===== src/rtl/ambus_pkg.sv =====
// Package: shared constants and the per-chip-select timing word layout.
// Assumes the word is written as one 32-bit value; field order is fixed by R9.
package ambus_pkg;
    localparam int WAIT_W  = 4;
    localparam int DELTA_W = 8;
    localparam int CNT_W   = DELTA_W + 1;

    typedef struct packed {
        logic [DELTA_W-1:0] wr_delta;
        logic [DELTA_W-1:0] rd_delta;
        logic [WAIT_W-1:0]  recov;
        logic [WAIT_W-1:0]  hold;
        logic [WAIT_W-1:0]  wr_wait;
        logic [WAIT_W-1:0]  rd_wait;
    } cs_timing_t;

    localparam int TIM_W = $bits(cs_timing_t);

    typedef enum logic [1:0] {
        ST_IDLE = 2'd0,
        ST_REC  = 2'd1,
        ST_ACC  = 2'd2,
        ST_HOLD = 2'd3
    } seq_state_t;
endpackage


===== src/rtl/ambus_timing_regs.sv =====
// Module: bank of per-chip-select timing words.
// One word per chip select, written by index; writes to an index of
// NUM_CS or above are dropped. The read port is combinational.
module ambus_timing_regs
    import ambus_pkg::*;
#(
    parameter int NUM_CS = 6,
    parameter int IDX_W  = 3
) (
    input  logic             clk,
    input  logic             rst_n,
    input  logic             wr_en,
    input  logic [IDX_W-1:0] wr_idx,
    input  cs_timing_t       wr_data,
    input  logic [IDX_W-1:0] rd_idx,
    output cs_timing_t       rd_data
);
    cs_timing_t regs [NUM_CS];

    for (genvar g = 0; g < NUM_CS; g++) begin : g_word
        // Purpose: hold the timing word of chip select g.
        always_ff @(posedge clk) begin
            if (!rst_n) begin
                regs[g] <= '0;
            end else if (wr_en && (wr_idx == IDX_W'(g))) begin
                regs[g] <= wr_data;
            end
        end
    end

    // Purpose: select the timing word of the requested chip select.
    always_comb begin
        rd_data = '0;
        for (int i = 0; i < NUM_CS; i++) begin
            if (rd_idx == IDX_W'(i)) rd_data = regs[i];
        end
    end
endmodule


===== src/rtl/ambus_history.sv =====
// Module: tracks the previous access to decide on recovery and first-access latency.
// Assumes upd pulses once per accepted request, with the request's fields valid.
module ambus_history #(
    parameter int IDX_W  = 3,
    parameter int PAGE_W = 5
) (
    input  logic              clk,
    input  logic              rst_n,
    input  logic              upd,
    input  logic              new_we,
    input  logic [IDX_W-1:0]  new_cs,
    input  logic [PAGE_W-1:0] new_page,
    output logic              need_rec,
    output logic              is_first
);
    logic              seen;
    logic              last_rd;
    logic [IDX_W-1:0]  last_cs;
    logic [PAGE_W-1:0] last_page;

    // Purpose: remember the direction, chip select and page of the last access.
    always_ff @(posedge clk) begin
        if (!rst_n) begin
            seen      <= 1'b0;
            last_rd   <= 1'b0;
            last_cs   <= '0;
            last_page <= '0;
        end else if (upd) begin
            seen      <= 1'b1;
            last_rd   <= !new_we;
            last_cs   <= new_cs;
            last_page <= new_page;
        end
    end

    // Purpose: classify the incoming request against that history.
    always_comb begin
        need_rec = last_rd && ((new_cs != last_cs) || new_we);
        is_first = !seen || (new_cs != last_cs) || (new_page != last_page);
    end

    // no recovery is requested right after reset, before any read.
    p_no_rec_before_read_r7: assert property (@(posedge clk) disable iff (!rst_n)
        !seen |-> !need_rec);
endmodule


===== src/rtl/ambus_seq_ctrl.sv =====
// Module: access sequencer with a shared down-counter and registered bus outputs.
// Assumes the timing word and history flags are valid in the accept cycle.
// Bus outputs are decoded from the next state, so they change on the same
// edge as the state register.
module ambus_seq_ctrl
    import ambus_pkg::*;
#(
    parameter int NUM_CS = 6,
    parameter int IDX_W  = 3,
    parameter int ADDR_W = 9,
    parameter int DATA_W = 16
) (
    input  logic              clk,
    input  logic              rst_n,
    input  logic              req,
    input  logic              req_we,
    input  logic [IDX_W-1:0]  req_cs,
    input  logic [ADDR_W-1:0] req_addr,
    input  logic [DATA_W-1:0] req_wdata,
    input  cs_timing_t        tim,
    input  logic              need_rec,
    input  logic              is_first,
    input  logic [DATA_W-1:0] mem_dq_i,
    output logic              ready,
    output logic              accept,
    output logic [DATA_W-1:0] rdata,
    output logic              rvalid,
    output logic [ADDR_W-1:0] mem_addr,
    output logic [DATA_W-1:0] mem_dq_o,
    output logic              mem_dq_oe,
    output logic              mem_oe_n,
    output logic              mem_we_n,
    output logic [NUM_CS-1:0] mem_cs_n
);
    seq_state_t        state, state_nxt;
    logic [CNT_W-1:0]  cnt, cnt_nxt;
    logic [CNT_W-1:0]  acc_len, acc_len_nxt;
    logic [CNT_W-1:0]  hold_len, hold_len_nxt;
    logic              r_we, r_we_nxt;
    logic [IDX_W-1:0]  r_cs, r_cs_nxt;
    logic [ADDR_W-1:0] r_addr, r_addr_nxt;
    logic [DATA_W-1:0] r_wdata, r_wdata_nxt;
    logic [CNT_W-1:0]  wait_ext, delta_ext, rec_m1;
    logic              last_acc;

    logic [ADDR_W-1:0] addr_d;
    logic [DATA_W-1:0] dq_d;
    logic              dq_oe_d, oe_n_d, we_n_d;
    logic [NUM_CS-1:0] cs_n_d;

    assign ready    = (state == ST_IDLE);
    assign accept   = req && ready;
    assign last_acc = (state == ST_ACC) && (cnt == '0);

    // Purpose: derive access, recovery and hold lengths (minus one) from the timing word.
    always_comb begin
        wait_ext  = req_we ? CNT_W'(tim.wr_wait) : CNT_W'(tim.rd_wait);
        delta_ext = '0;
        if (is_first) delta_ext = req_we ? CNT_W'(tim.wr_delta) : CNT_W'(tim.rd_delta);
        rec_m1    = (tim.recov == '0) ? '0 : CNT_W'(tim.recov - 1'b1);
    end

    // Purpose: next-state, counter and request-capture logic.
    always_comb begin
        state_nxt    = state;
        cnt_nxt      = cnt;
        acc_len_nxt  = acc_len;
        hold_len_nxt = hold_len;
        r_we_nxt     = r_we;
        r_cs_nxt     = r_cs;
        r_addr_nxt   = r_addr;
        r_wdata_nxt  = r_wdata;
        unique case (state)
            ST_IDLE: begin
                if (accept) begin
                    r_we_nxt     = req_we;
                    r_cs_nxt     = req_cs;
                    r_addr_nxt   = req_addr;
                    r_wdata_nxt  = req_wdata;
                    acc_len_nxt  = wait_ext + delta_ext;
                    hold_len_nxt = CNT_W'(tim.hold);
                    if (need_rec) begin
                        state_nxt = ST_REC;
                        cnt_nxt   = rec_m1;
                    end else begin
                        state_nxt = ST_ACC;
                        cnt_nxt   = wait_ext + delta_ext;
                    end
                end
            end
            ST_REC: begin
                if (cnt == '0) begin
                    state_nxt = ST_ACC;
                    cnt_nxt   = acc_len;
                end else begin
                    cnt_nxt = cnt - 1'b1;
                end
            end
            ST_ACC: begin
                if (cnt == '0) begin
                    if (r_we) begin
                        state_nxt = ST_HOLD;
                        cnt_nxt   = hold_len;
                    end else begin
                        state_nxt = ST_IDLE;
                    end
                end else begin
                    cnt_nxt = cnt - 1'b1;
                end
            end
            ST_HOLD: begin
                if (cnt == '0) state_nxt = ST_IDLE;
                else           cnt_nxt   = cnt - 1'b1;
            end
            default: state_nxt = ST_IDLE;
        endcase
    end

    // Purpose: decode the bus pin values for the coming cycle.
    always_comb begin
        addr_d  = '0;
        dq_d    = '0;
        dq_oe_d = 1'b0;
        oe_n_d  = 1'b1;
        we_n_d  = 1'b1;
        cs_n_d  = '1;
        if (state_nxt == ST_ACC || state_nxt == ST_HOLD) begin
            addr_d = r_addr_nxt;
            for (int i = 0; i < NUM_CS; i++) begin
                if (r_cs_nxt == IDX_W'(i)) cs_n_d[i] = 1'b0;
            end
            if (r_we_nxt) begin
                dq_d    = r_wdata_nxt;
                dq_oe_d = 1'b1;
                we_n_d  = (state_nxt != ST_ACC);
            end else begin
                oe_n_d  = (state_nxt != ST_ACC);
            end
        end
    end

    // Purpose: state, request and counter registers.
    always_ff @(posedge clk) begin
        if (!rst_n) begin
            state    <= ST_IDLE;
            cnt      <= '0;
            acc_len  <= '0;
            hold_len <= '0;
            r_we     <= 1'b0;
            r_cs     <= '0;
            r_addr   <= '0;
            r_wdata  <= '0;
        end else begin
            state    <= state_nxt;
            cnt      <= cnt_nxt;
            acc_len  <= acc_len_nxt;
            hold_len <= hold_len_nxt;
            r_we     <= r_we_nxt;
            r_cs     <= r_cs_nxt;
            r_addr   <= r_addr_nxt;
            r_wdata  <= r_wdata_nxt;
        end
    end

    // Purpose: registered bus outputs.
    always_ff @(posedge clk) begin
        if (!rst_n) begin
            mem_addr  <= '0;
            mem_dq_o  <= '0;
            mem_dq_oe <= 1'b0;
            mem_oe_n  <= 1'b1;
            mem_we_n  <= 1'b1;
            mem_cs_n  <= '1;
        end else begin
            mem_addr  <= addr_d;
            mem_dq_o  <= dq_d;
            mem_dq_oe <= dq_oe_d;
            mem_oe_n  <= oe_n_d;
            mem_we_n  <= we_n_d;
            mem_cs_n  <= cs_n_d;
        end
    end

    // Purpose: capture read data on the last strobe cycle and flag it.
    always_ff @(posedge clk) begin
        if (!rst_n) begin
            rdata  <= '0;
            rvalid <= 1'b0;
        end else begin
            rvalid <= last_acc && !r_we;
            if (last_acc && !r_we) rdata <= mem_dq_i;
        end
    end

    p_one_cs_r10: assert property (@(posedge clk) disable iff (!rst_n)
        $onehot0(~mem_cs_n));
    p_no_oe_we_r10: assert property (@(posedge clk) disable iff (!rst_n)
        !(!mem_oe_n && !mem_we_n));
    p_no_drive_on_read_r3: assert property (@(posedge clk) disable iff (!rst_n)
        !mem_oe_n |-> !mem_dq_oe);
    p_busy_after_accept_r8: assert property (@(posedge clk) disable iff (!rst_n)
        accept |=> !ready);
    p_rec_bus_idle_r6: assert property (@(posedge clk) disable iff (!rst_n)
        (state == ST_REC) |-> (&mem_cs_n && mem_oe_n && mem_we_n));
    p_rvalid_after_oe_r2: assert property (@(posedge clk) disable iff (!rst_n)
        rvalid |-> $past(!mem_oe_n));
    p_hold_drives_r4: assert property (@(posedge clk) disable iff (!rst_n)
        (state == ST_HOLD) |-> (mem_we_n && mem_dq_oe && !(&mem_cs_n)));
endmodule


===== src/rtl/ambus_seq.sv =====
// Module: top of the asynchronous memory bus sequencer.
// Assumes host_cs is below NUM_CS; ties the timing bank, access history
// and sequencer together.
module ambus_seq
    import ambus_pkg::*;
#(
    parameter int NUM_CS   = 6,
    parameter int ADDR_W   = 9,
    parameter int DATA_W   = 16,
    parameter int PAGE_LSB = 4,
    localparam int IDX_W   = $clog2(NUM_CS),
    localparam int PAGE_W  = ADDR_W - PAGE_LSB
) (
    input  logic              clk,
    input  logic              rst_n,
    input  logic              cfg_we,
    input  logic [IDX_W-1:0]  cfg_cs,
    input  logic [TIM_W-1:0]  cfg_data,
    input  logic              host_req,
    input  logic              host_we,
    input  logic [IDX_W-1:0]  host_cs,
    input  logic [ADDR_W-1:0] host_addr,
    input  logic [DATA_W-1:0] host_wdata,
    output logic              host_ready,
    output logic [DATA_W-1:0] host_rdata,
    output logic              host_rvalid,
    output logic [ADDR_W-1:0] mem_addr,
    output logic [DATA_W-1:0] mem_dq_o,
    output logic              mem_dq_oe,
    input  logic [DATA_W-1:0] mem_dq_i,
    output logic              mem_oe_n,
    output logic              mem_we_n,
    output logic [NUM_CS-1:0] mem_cs_n
);
    cs_timing_t tim;
    logic       accept, need_rec, is_first;

    ambus_timing_regs #(.NUM_CS(NUM_CS), .IDX_W(IDX_W)) u_regs (
        .clk     (clk),
        .rst_n   (rst_n),
        .wr_en   (cfg_we),
        .wr_idx  (cfg_cs),
        .wr_data (cs_timing_t'(cfg_data)),
        .rd_idx  (host_cs),
        .rd_data (tim)
    );

    ambus_history #(.IDX_W(IDX_W), .PAGE_W(PAGE_W)) u_hist (
        .clk      (clk),
        .rst_n    (rst_n),
        .upd      (accept),
        .new_we   (host_we),
        .new_cs   (host_cs),
        .new_page (host_addr[ADDR_W-1:PAGE_LSB]),
        .need_rec (need_rec),
        .is_first (is_first)
    );

    ambus_seq_ctrl #(.NUM_CS(NUM_CS), .IDX_W(IDX_W), .ADDR_W(ADDR_W), .DATA_W(DATA_W)) u_ctrl (
        .clk       (clk),
        .rst_n     (rst_n),
        .req       (host_req),
        .req_we    (host_we),
        .req_cs    (host_cs),
        .req_addr  (host_addr),
        .req_wdata (host_wdata),
        .tim       (tim),
        .need_rec  (need_rec),
        .is_first  (is_first),
        .mem_dq_i  (mem_dq_i),
        .ready     (host_ready),
        .accept    (accept),
        .rdata     (host_rdata),
        .rvalid    (host_rvalid),
        .mem_addr  (mem_addr),
        .mem_dq_o  (mem_dq_o),
        .mem_dq_oe (mem_dq_oe),
        .mem_oe_n  (mem_oe_n),
        .mem_we_n  (mem_we_n),
        .mem_cs_n  (mem_cs_n)
    );
endmodule


===== config.mk =====
export PLATFORM = sky130hd
export DESIGN_NAME = ambus_seq
export DESIGN_NICKNAME = d
export VERILOG_FILES = /design/src/rtl/ambus_pkg.sv /design/src/rtl/ambus_timing_regs.sv /design/src/rtl/ambus_history.sv /design/src/rtl/ambus_seq_ctrl.sv /design/src/rtl/ambus_seq.sv
export SDC_FILE = /design/constraint.sdc
export NUM_CORES = 1
export LEC_CHECK = 0
export ABC_AREA = 0
export BUFFER_PORTS_ARGS = -buffer_cell sky130_fd_sc_hd__buf_2
export CAP_MARGIN = 20
export CORE_MARGIN = 1
export CORE_UTILIZATION = 30
export CTS_CLUSTER_SIZE = 14
export DETAILED_ROUTE_END_ITERATION = 8
export GPL_TIMING_DRIVEN = 0
export PLACE_DENSITY = 0.45
export SYNTH_ARGS = -nofsm -noshare
export SYNTH_HDL_FRONTEND = slang
export SYNTH_SLANG_ARGS = --single-unit
export TNS_END_PERCENT = 30

===== constraint.sdc =====
create_clock -name clk -period 5.45 [get_ports clk]
set_clock_uncertainty 0.15 [all_clocks]
set_input_delay 0.8175 -clock clk [delete_from_list [all_inputs] [get_ports clk]]
set_output_delay 0.8175 -clock clk [all_outputs]
set_load 0.01 [all_outputs]

==> flow_summary_export.csv <==
group,metric,value,unit
run_status,status,"complete, no violations",
worst_setup_path,start_kind,"input port",
drt,drt_iter0_markers,675,
logic_synthesis,synth_nets,1258,
logic_synthesis,ys_warn_count,0,
pwr,power.internal,4.37,mW
place,gp_congestion,0.847,
worst_hold_path,min_path_cells,2,
drt,avgViaCountPerCell,4.91,
job,drv_cap,0,
clock_network,cts-htree-levels,2,
place,post-dp-hpwl,28700,µm
logic_synthesis,netlist_instances,1166,
logic_synthesis,syn_area_per_cell,11.6,µm²
pwr,swShare,0.277,
drt,postRouteAntennaNets,0,
timing,min_period,4.92,ns
worst_setup_path,crit_cells,15,
place,post-place-ws,-0.0741,ns
clock_network,cts_resized,0,
cells_and_area,fin_nets,1439,
die,dieHeight,214,µm
logic_synthesis,seq_area_frac_synth,0.596,
worst_hold_path,hp-class,"reg2reg",
worst_setup_path,arrival,5.25,ns
cells_and_area,layout_commonest_cell,"and2_1",
pwr,power.density,372,nW/µm²
clock_network,postCtsSetupRepairBufs,0,
place,portBuffers,133,
pwr,clkPwrFrac,0.392,
timing,finalHoldViolations,0,
pwr,switching_power,1.68,mW
die,die_area,45900,µm²
clock_network,cts_hold_buf,0,
worst_setup_path,cp_slowest_cell,"or4_4",
global_routing,grt_max_degree,21,
logic_synthesis,ys.flop_type,"edfxtp_1",
global_routing,gr-usage-all-layers,0.181,
die,ioPinCount,136,
cells_and_area,utilization,0.367,
timing,tightest_slew,1.11,ns
cells_and_area,synthToLayoutAreaGrowth,20.4,%
logic_synthesis,async_flop_share,0,
clock_network,clk_latency,0.56,ns
drt,first_pass_iters,5,
clock_network,cts-root-buf,"clkbuf_16",
worst_setup_path,cp_slowest_stage_delay,0.51,ns
global_routing,antenna_found_initial,1,
global_routing,grt-ovfl-total,0,
timing,maxSlewViolCount,0,
pwr,pwr-share-seq,0.452,
cells_and_area,final_cells,1965,
clock_network,cts_tree,"done",
pwr,total_leakage_power,6.07,nW
die,die_w,214,µm
clock_network,ctsLongestPathBuffers,3,
timing,fin_ws,0.529,ns
global_routing,grt_pass1_vias,9749,
worst_setup_path,cpMostUsedCell,"buf_2",
cells_and_area,drive_above_1_share,0.199,
cells_and_area,mostFrequentLayoutCells,"and2_1 (205), edfxtp_1 (192), buf_2 (144)",
worst_setup_path,required,5.78,ns
worst_setup_path,cp_num_buf_inv,5,
worst_setup_path,worstRegToRegCells,12,
die,core_area,44300,µm²
global_routing,grt_pass1_wl,62100,µm
die,start_util,0.305,
timing,hold_slack,0.294,ns
worst_setup_path,critPathMaxFanout,10,
logic_synthesis,syn_area,13500,µm²
worst_setup_path,path_delay_family,"buffers and inverters",
clock_network,clkTransAtPathRegs,0.06,ns
clock_network,clock-sinks,306,
timing,clock.fmax,203,MHz
logic_synthesis,synth_seq_cells,306,
logic_synthesis,synth.distinct_cells,77,
place,place_area,15100,µm²
pwr,power.share.combinational,0.155,
timing,setup_viol_count_final,0,
logic_synthesis,synth-edff-count,192,
timing,min_period_over_period,0.903,
pwr,irDropWorstVdd,0.000159,V
worst_setup_path,cp-end-kind,"flop",
place,dp_cells,1898,
timing,max_slew_margin,0.258,
drt,wl_per_cell,21.1,µm
timing,rsz0062_at_grt,"no",
cells_and_area,design_area,16300,µm²
drt,drc,0,
drt,routed_wl,41500,µm
cells_and_area,diodes,0,
die,row_count,77,
drt,via_count,9646,
worst_setup_path,critical_path_class,"in2reg",
clock_network,cts_made_buffers,39,
worst_setup_path,worstPathCellList,"buf_6 > buf_2 > buf_2 > buf_2 > buf_2 > mux2_2 > a221oi_1 > o32ai_1 > ha_1 > a21oi_1 > nor2b_1 > nor2_1 > or4_4 > or4_1 > nand3_1",
==> cells in the mapped netlist, types with 7 or more instances <==
| cell | instances | area, µm² |
|---|---|---|
| nor3_1 | 13 | 65.1 |
| nand2b_1 | 11 | 68.8 |
| xnor2_1 | 9 | 78.8 |
| o221ai_1 | 9 | 78.8 |
| or3_1 | 8 | 50.1 |
| nor2_1 | 77 | 289 |
| mux2i_1 | 31 | 310 |
| dfxtp_1 | 114 | 2280 |
| inv_1 | 13 | 48.8 |
| a221oi_1 | 27 | 236 |
| mux2_2 | 31 | 349 |
| edfxtp_1 | 192 | 5770 |
| o21ai_0 | 29 | 145 |
| a21oi_1 | 60 | 300 |
| a211oi_1 | 9 | 67.6 |
| ha_1 | 7 | 87.6 |
| mux4_2 | 9 | 203 |
| xor2_1 | 9 | 78.8 |
| and2_1 | 205 | 1280 |
| clkbuf_1 | 56 | 210 |
| buf_2 | 11 | 55.1 |
| o22ai_1 | 11 | 68.8 |
| a221o_1 | 8 | 80.1 |
| nand3_1 | 10 | 50.1 |
| a31oi_1 | 7 | 43.8 |
| nand2_1 | 97 | 364 |
==> per-stage QoR <==
step           power, mW  setup TNS (ns)
2_1_floorplan       3.36               0
3_3_place_gp        3.70         -157.32
3_5_place_dp        3.72         -0.0741
4_1_cts             6.12               0
5_1_grt             6.30               0
6_report            6.05               0
==> state kept, by name, summed over array words and instances (netlist names), 2 cells and up <==
register          cells
u_ctrl.acc_len        9
u_ctrl.cnt            9
u_ctrl.hold_len       4
u_ctrl.mem_addr       9
u_ctrl.mem_cs_n       6
u_ctrl.mem_dq_o      16
u_ctrl.r_addr         9
u_ctrl.r_cs           3
u_ctrl.r_wdata       16
u_ctrl.rdata         16
u_ctrl.state          2
u_hist.last_cs        3
u_hist.last_page      5
u_regs.regs         192
==> metal layers <==
layer	routed length, µm	GRT usage	share of wire	up-vias
met2	19400	0.302	0.47	277
met3	1830	0.0255	0.044	60
li1	-	-	-	4581
met5	0	0	0	-
met1	19200	0.240	0.46	4728
met4	1030	0.0617	0.025	0
==> power groups by stage <==
stage,combinational [mW],sequential (mW),clock (mW)
2_1_floorplan,0.586,2.77,0
3_3_place_gp,0.916,2.79,0
3_5_place_dp,0.939,2.78,0
4_1_cts,0.944,2.73,2.44
5_1_grt,1.03,2.75,2.52
6_report,0.938,2.73,2.37
==> final timing paths <==
| kind | from | endpoint | slack [ns] |
|---|---|---|---|
| setup / recovery | host_cs[0] | u_ctrl.acc_len[7] | 0.53 |
| hold / removal | u_ctrl.rdata[6] | u_ctrl.rdata[6] | 0.29 |
| setup reg to reg | u_hist.last_cs[2] | u_ctrl.acc_len[7] | 1.36 |
| hold reg to reg | u_ctrl.rdata[6] | u_ctrl.rdata[6] | 0.29 |
==> cell families after synthesis <==
family	Yosys count	share of synthesized area
xor+xnor	18	0.0117
buf+inv	95	0.0311
fa+ha+maj	8	0.00797
simple gates	462	0.185
mux	71	0.0638
compound gates	206	0.105
flops	306	0.596
==> area by class of cell <==
cell class                 instances  area, µm²
clock inverter                    16       85.1
clock buffer                      51       1060
timing repair buffer             140        803
buffer                            78        355
tap                              592        741
sequential                       306       8050
inverter                          17       65.1
fill                            4454      28100
multi-input combinational        765       5090
==> worst reg2reg max path, delay by kind of cell (launching register included) <==
| kind | cells | cell delay (ns) |
|---|---|---|
| adders and majority gates | 1 | 0.35 |
| DFF | 1 | 0.32 |
| xor gates and xnor gates | 1 | 0.18 |
| AOI/OAI and AO/OA | 2 | 0.20 |
| and+or+nand+nor | 8 | 2.84 |
Note: power is estimated with default switching activity, not from simulation.
